[config.mk]
export PLATFORM = sky130hd
export DESIGN_NAME = pagewr_engine
export DESIGN_NICKNAME = d
export VERILOG_FILES = /design/src/rtl/pagewr_pkg.sv /design/src/rtl/pagewr_ctrl.sv /design/src/rtl/pagewr_datapath.sv /design/src/rtl/pagewr_engine.sv
export SDC_FILE = /design/constraint.sdc
export NUM_CORES = 1
export LEC_CHECK = 0
export BUFFER_PORTS_ARGS = -buffer_cell sky130_fd_sc_hd__buf_2
export CORE_ASPECT_RATIO = 0.75
export CORE_UTILIZATION = 40
export DETAILED_ROUTE_END_ITERATION = 10
export PLACE_DENSITY = 0.57
export SLEW_MARGIN = 10
export SYNTH_ARGS = -nofsm -noshare
export SYNTH_HDL_FRONTEND = slang
export SYNTH_HIERARCHICAL = 1
export SYNTH_SLANG_ARGS = --single-unit
[constraint.sdc]
create_clock -name clk -period 3.09 [get_ports clk]
set_clock_uncertainty 0.15 [all_clocks]
set_input_delay 0.309 -clock clk [delete_from_list [all_inputs] [get_ports clk]]
set_output_delay 0.309 -clock clk [all_outputs]
set_load 0.05 [all_outputs]
[src/rtl/pagewr_pkg.sv]
package pagewr_pkg;

  // Strobes the control issues to the datapath, one cycle each.
  typedef struct packed {
    logic clearFill;    // new transfer: drop buffered bytes
    logic loadAddr;     // capture row and in-page pointer
    logic storeByte;    // write byte at pointer, advance pointer
    logic beginCommit;  // start walking the buffer into the array
  } pwStrobes_t;

endpackage

[src/rtl/pagewr_ctrl.sv]
module pagewr_ctrl
  import pagewr_pkg::*;
#(
  parameter int WR_CYCLES = 250000
) (
  input  logic       clk,
  input  logic       rstN,
  input  logic       startSeen,
  input  logic       addrLoad,
  input  logic       byteValid,
  input  logic       stopSeen,
  input  logic       anyFilled,
  output pwStrobes_t strobes,
  output logic       busy
);

  localparam int TMR_W = $clog2(WR_CYCLES + 1);
  localparam logic [TMR_W-1:0] TMR_LOAD = TMR_W'(WR_CYCLES - 1);

  typedef enum logic {ST_OPEN, ST_PROGRAM} pwState_t;

  pwState_t   state;
  logic [TMR_W-1:0] timer;
  logic       accepting;

  assign accepting = (state == ST_OPEN);
  assign busy      = (state == ST_PROGRAM);

  always_comb begin
    strobes             = '0;
    strobes.clearFill   = accepting & startSeen;
    strobes.loadAddr    = accepting & addrLoad;
    strobes.storeByte   = accepting & byteValid;
    strobes.beginCommit = accepting & stopSeen & anyFilled;
  end

  always_ff @(posedge clk) begin
    if (!rstN) begin
      state <= ST_OPEN;
      timer <= '0;
    end else begin
      case (state)
        ST_OPEN: begin
          if (strobes.beginCommit) begin
            state <= ST_PROGRAM;
            timer <= TMR_LOAD;
          end
        end
        ST_PROGRAM: begin
          if (timer == '0) begin
            state <= ST_OPEN;
          end else begin
            timer <= timer - 1'b1;
          end
        end
        default: state <= ST_OPEN;
      endcase
    end
  end

  // a programming cycle only ever begins right after a stop strobe.
  assert_busy_cause_R5: assert property (@(posedge clk) disable iff (!rstN)
    $rose(busy) |-> $past(stopSeen));

  // a stop with nothing buffered leaves the engine idle.
  assert_no_empty_commit_R8: assert property (@(posedge clk) disable iff (!rstN)
    (!busy && stopSeen && !anyFilled) |=> !busy);

  // a stop seen while busy does not restart the timer.
  assert_stop_ignored_R9: assert property (@(posedge clk) disable iff (!rstN)
    (busy && stopSeen && timer != TMR_LOAD) |=> (timer != TMR_LOAD));

endmodule

[src/rtl/pagewr_datapath.sv]
module pagewr_datapath
  import pagewr_pkg::*;
#(
  parameter int ADDR_W     = 11,
  parameter int DATA_W     = 8,
  parameter int PAGE_BYTES = 16
) (
  input  logic              clk,
  input  logic              rstN,
  input  pwStrobes_t        strobes,
  input  logic              busy,
  input  logic [ADDR_W-1:0] addrIn,
  input  logic [DATA_W-1:0] byteData,
  output logic              anyFilled,
  output logic              memWe,
  output logic [ADDR_W-1:0] memAddr,
  output logic [DATA_W-1:0] memWdata
);

  localparam int OFS_W = $clog2(PAGE_BYTES);
  localparam int ROW_W = ADDR_W - OFS_W;
  localparam logic [OFS_W-1:0] LAST_OFS = OFS_W'(PAGE_BYTES - 1);

  logic [DATA_W-1:0]     pageBuf [PAGE_BYTES];
  logic [PAGE_BYTES-1:0] fillMask;
  logic [PAGE_BYTES-1:0] fillNext;
  logic [ROW_W-1:0]      pageRow;
  logic [OFS_W-1:0]      wrOfs;
  logic [OFS_W-1:0]      commitIdx;
  logic                  commitOn;

  // One storage slot per page position.
  for (genvar s = 0; s < PAGE_BYTES; s++) begin : g_slot
    always_ff @(posedge clk) begin
      if (strobes.storeByte && wrOfs == OFS_W'(s)) begin
        pageBuf[s] <= byteData;
      end
    end
  end

  // Fill mask: set on store, cleared by a new transfer or by committing.
  always_comb begin
    fillNext = fillMask;
    if (strobes.clearFill) begin
      fillNext = '0;
    end
    if (commitOn) begin
      fillNext[commitIdx] = 1'b0;
    end
    if (strobes.storeByte) begin
      fillNext[wrOfs] = 1'b1;
    end
  end

  always_ff @(posedge clk) begin
    if (!rstN) begin
      fillMask <= '0;
    end else begin
      fillMask <= fillNext;
    end
  end

  // Row and in-page pointer; only the pointer moves, modulo the page.
  always_ff @(posedge clk) begin
    if (!rstN) begin
      pageRow <= '0;
      wrOfs   <= '0;
    end else if (strobes.loadAddr) begin
      pageRow <= addrIn[ADDR_W-1:OFS_W];
      wrOfs   <= addrIn[OFS_W-1:0];
    end else if (strobes.storeByte) begin
      wrOfs <= wrOfs + 1'b1;
    end
  end

  // Commit walk: one page position per cycle.
  always_ff @(posedge clk) begin
    if (!rstN) begin
      commitOn  <= 1'b0;
      commitIdx <= '0;
    end else if (strobes.beginCommit) begin
      commitOn  <= 1'b1;
      commitIdx <= '0;
    end else if (commitOn) begin
      commitIdx <= commitIdx + 1'b1;
      if (commitIdx == LAST_OFS) begin
        commitOn <= 1'b0;
      end
    end
  end

  assign anyFilled = |fillMask;
  assign memWe     = commitOn & fillMask[commitIdx];
  assign memAddr   = {pageRow, commitIdx};
  assign memWdata  = pageBuf[commitIdx];

  // storing a byte never moves the page row.
  assert_row_fixed_R2: assert property (@(posedge clk) disable iff (!rstN)
    (strobes.storeByte && !strobes.loadAddr) |=> $stable(pageRow));

  // the pointer wraps to the start of the same page.
  assert_wrap_R3: assert property (@(posedge clk) disable iff (!rstN)
    (strobes.storeByte && !strobes.loadAddr && wrOfs == LAST_OFS) |=> (wrOfs == '0));

  // the array is only written inside the busy window.
  assert_we_in_busy_R6: assert property (@(posedge clk) disable iff (!rstN)
    memWe |-> busy);

  // by the end of the window every buffered position has been committed.
  assert_drained_R6: assert property (@(posedge clk) disable iff (!rstN)
    $fell(busy) |-> !anyFilled);

endmodule

[src/rtl/pagewr_engine.sv]
module pagewr_engine
  import pagewr_pkg::*;
#(
  parameter int ADDR_W     = 11,
  parameter int DATA_W     = 8,
  parameter int PAGE_BYTES = 16,
  parameter int WR_CYCLES  = 250000
) (
  input  logic              clk,
  input  logic              rstN,
  input  logic              startSeen,
  input  logic              addrLoad,
  input  logic [ADDR_W-1:0] addrIn,
  input  logic              byteValid,
  input  logic [DATA_W-1:0] byteData,
  input  logic              stopSeen,
  output logic              memWe,
  output logic [ADDR_W-1:0] memAddr,
  output logic [DATA_W-1:0] memWdata,
  output logic              busy
);

  pwStrobes_t strobes;
  logic       anyFilled;

  pagewr_ctrl #(
    .WR_CYCLES(WR_CYCLES)
  ) i_ctrl (
    .clk      (clk),
    .rstN     (rstN),
    .startSeen(startSeen),
    .addrLoad (addrLoad),
    .byteValid(byteValid),
    .stopSeen (stopSeen),
    .anyFilled(anyFilled),
    .strobes  (strobes),
    .busy     (busy)
  );

  pagewr_datapath #(
    .ADDR_W    (ADDR_W),
    .DATA_W    (DATA_W),
    .PAGE_BYTES(PAGE_BYTES)
  ) i_datapath (
    .clk      (clk),
    .rstN     (rstN),
    .strobes  (strobes),
    .busy     (busy),
    .addrIn   (addrIn),
    .byteData (byteData),
    .anyFilled(anyFilled),
    .memWe    (memWe),
    .memAddr  (memAddr),
    .memWdata (memWdata)
  );

  // nothing is written while the engine is idle.
  assert_idle_quiet_R1: assert property (@(posedge clk) disable iff (!rstN)
    !busy |-> !memWe);

endmodule

==> flow_summary.yaml <==
placement:
  post_dp_cell_area_um2: 8250
  gp_congestion: 0.791
  hpwlAfterDp_mm: 11.2
  io_buffers: 45
setup_path:
  cp_data_required_time_ps: 2630
  max_stage_delay_ps: 570
  path_buf_inv: 2
  cp_slowest_cell: "dfxtp_2"
  cpLargestDelayFamily: "flip-flops"
  crit_path_end_kind: "primary output"
  cp.depth: 5
  worst_r2r_path_depth: 5
  cp-start-kind: "flip-flop"
  path_cells: "buf_12 > mux4_2 > a22oi_1 > nand2_1 > buf_2"
  path_max_fanout: 23
  arrival_ps: 2380
  critical_path_class: "reg -> out"
yosys:
  synth_top_area_frac: 0.500
  synth_most_common_cell: "edfxtp_1"
  syn_avg_cell_area_um2: 14.9
  async_reset_ff_frac: 0
  synth_edf_count: 128
  synth-compound-area-share: 0.0728
  yosysUniqueCellTypes: 55
  synth-seq-area-share: 0.644
  synth_commonest_cells: "128 x edfxtp_1, 55 x dfxtp_1, 45 x nor2_1"
  ys.warnings.count: 6
  yosys.area_share.adder: 0.0179
  synth_area_leaders: "edfxtp_1 50%, dfxtp_1 14%, mux4_2 7.6%"
  synth_top_family_by_area: "multiplexers"
  syn_area_um2: 7680
  synthMuxAreaShare: 0.119
  synth.net_count: 553
  syn_inst: 517
  synthXorXnorAreaFrac: 0.0194
  ys_seq_elements: 183
  synthSimpleGateAreaFrac: 0.0990
  synth_top_area_cell: "edfxtp_1"
  ys.flop_type: "edfxtp_1"
sta:
  fmax_ghz: 0.353
  worst-slew-pin-transition_ps: 725
  relSlewSlack: 0.514
  tns_ps: 0
  grt_setup_unrepaired: "false"
  hold_viol_final: 0
  drv_slew: 0
  period_share: 0.918
  period_minus_slack_ps: 2840
  finalSetupViolations: 0
drt:
  drc: 0
  wl_met1_mm: 8.06
  detail_route.iter0.violations: 365
  wl_met2_mm: 7.77
  vias: 4603
  post_drt_wl_per_cell_um: 20.1
  top_layer: "met4"
  avgViaCountPerCell: 5.47
  antenna_left: 0
  firstDrtPassIters: 5
  wirelength_mm: 16.9
  wl_met3_um: 945
global_route:
  antenna_found_initial: 0
  grt_usage: 0.181
  grt_pass1_wl_mm: 25.9
  overflow: 0
  grt_max_degree: 33
  grt_pass1_vias: 4401
clocking:
  cts_buffers: 17
  cts_tree: "yes"
  clock_latency_ps: 430
  cts_setup_buffers: 0
  clk_pin_slew_worst_paths_ps: 70
  clock_path_buffers: 2
  htreeDepth: 4
  root_buffer: "clkbuf_16"
  cts.sinks: 183
power_and_ir_drop:
  p_int_mw: 4.29
  powerDensity_nw_per_um2: 683
  power_frac_comb: 0.171
  sw_frac_of_total: 0.294
  clock_power_share: 0.359
  switchingPower_mw: 1.79
  leakagePower_nw: 3.07
  peakVddDrop_v: 0.000298
  pwr-share-seq: 0.470
die:
  die_h_um: 122
  core_um2: 18700
  die_x_um: 162
  row_count: 43
  ioPinCount: 46
  die_area_um2: 19800
  initial_core_util: 0.412
hold_path:
  min_path_cells: 3
  hp-class: "in -> reg"
final_layout:
  drive_above_1_share: 0.225
  area_delta_synth_final_pct: 15.9
  regArea_um2: 4950
  diodes: 0
  n_fill_cell: 1613
  nets: 618
  fin_area_um2: 8910
  multi_input_area_um2: 2530
run_status:
  status: "finished, final reports clean"
run:
  drv_cap: 0
## sequential cells by signal, indices dropped and copies added (netlist names), named ones only
register,flops
i_ctrl/busy,1
i_ctrl/timer,18
i_datapath/commitIdx,4
i_datapath/commitOn,1
i_datapath/fillMask,16
i_datapath/pageBuf,128
i_datapath/pageRow,7
i_datapath/wrOfs,4
## tightest hold or removal path: stages
cell,delay [ps]
buf_2,80
mux2i_1,60
nor2b_1,110
## metal layers
metal,GRT usage,vias to the layer above
li1,-,2127
met5,0,-
met1,0.261,2331
met2,0.275,136
met3,0.0398,9
met4,0.0525,0
## path summary, 6_finish.rpt
| path | startpoint | end | slack (ps) |
|---|---|---|---|
| hold / removal | addrIn[8] | i_datapath/pageRow[4] | 20 |
| hold reg to reg | i_ctrl/timer[13] | i_ctrl/timer[13] | 350 |
| setup / recovery | flip-flop | memWdata[5] | 250 |
| setup reg to reg | i_ctrl/timer[11] | i_ctrl/timer[0] | 570 |
## stage by stage
stage,hold WS [ps],total power [mW],cells,utilization,setup slack (ps)
after floorplan,258,3.68,517,-,578
after global placement,318,3.92,805,0.442,722
after detailed placement,336,3.95,805,0.442,583
after global routing,8.41,6.33,842,0.477,87.5
after CTS,10.1,6.13,842,0.477,218
final,23.7,6.08,842,0.477,253
## layout make-up
class                   instances  share of cell area
clock buffers                  17              0.0478
clock inverters                15              0.0202
inverters                      14             0.00590
multi-input cells             292               0.284
flip-flops and latches        183               0.555
well taps                     247              0.0347
repair buffers                 74              0.0525
## kinds of logic after synthesis
logic type | Yosys count
AO/OA/AOI/OAI | 75
XOR/XNOR | 17
adder cells (fa/ha/maj) | 11
buffers and inverters | 42
flip-flops | 183
multiplexers | 46
AND/OR/NAND/NOR | 143
## power by group through the flow
stage                     sequential [mW]  clock (mW)  combinational [mW]
after global routing                 2.88        2.33                1.13
final                                2.86        2.18                1.04
after CTS                            2.86        2.22                1.04
after global placement               2.91           0                1.01
after detailed placement             2.91           0                1.03
after floorplan                      2.92           0               0.766
## repair_timing
item | CTS | global route
hold endpoints to repair | 5 | 0
setup endpoints to repair | 0 | 0
hold buffers | 5 | 0
resized for setup | 0 | 0
## layout by cell type (no fill, tap or decap), drive strengths merged, types with 2 or more instances in the layout
cell | synthesis | layout
buf | 12 | 69
nand4 | 4 | 4
nand3 | 8 | 8
nand2b | 7 | 7
xor2 | 14 | 14
clkbuf | 13 | 17
nand2 | 26 | 26
nor2b | 15 | 15
nor3b | 12 | 12
a22oi | 16 | 16
a21oi | 5 | 5
a311oi | 5 | 5
or4 | 2 | 2
nor4 | 5 | 5
ha | 11 | 11
o21ai | 7 | 7
mux2i | 11 | 11
and2 | 5 | 5
clkinv | 0 | 7
xnor2 | 3 | 3
nor3 | 6 | 6
o31ai | 2 | 2
dfxtp | 55 | 55
inv | 14 | 21
o41ai | 2 | 2
dlygate4sd3 | 0 | 5
o21a | 17 | 17
a21boi | 8 | 8
edfxtp | 128 | 128
a2111oi | 2 | 2
mux4 | 34 | 34
o2111ai | 6 | 6
nor2 | 45 | 45
Note: power is estimated with default switching activity, not from simulation.
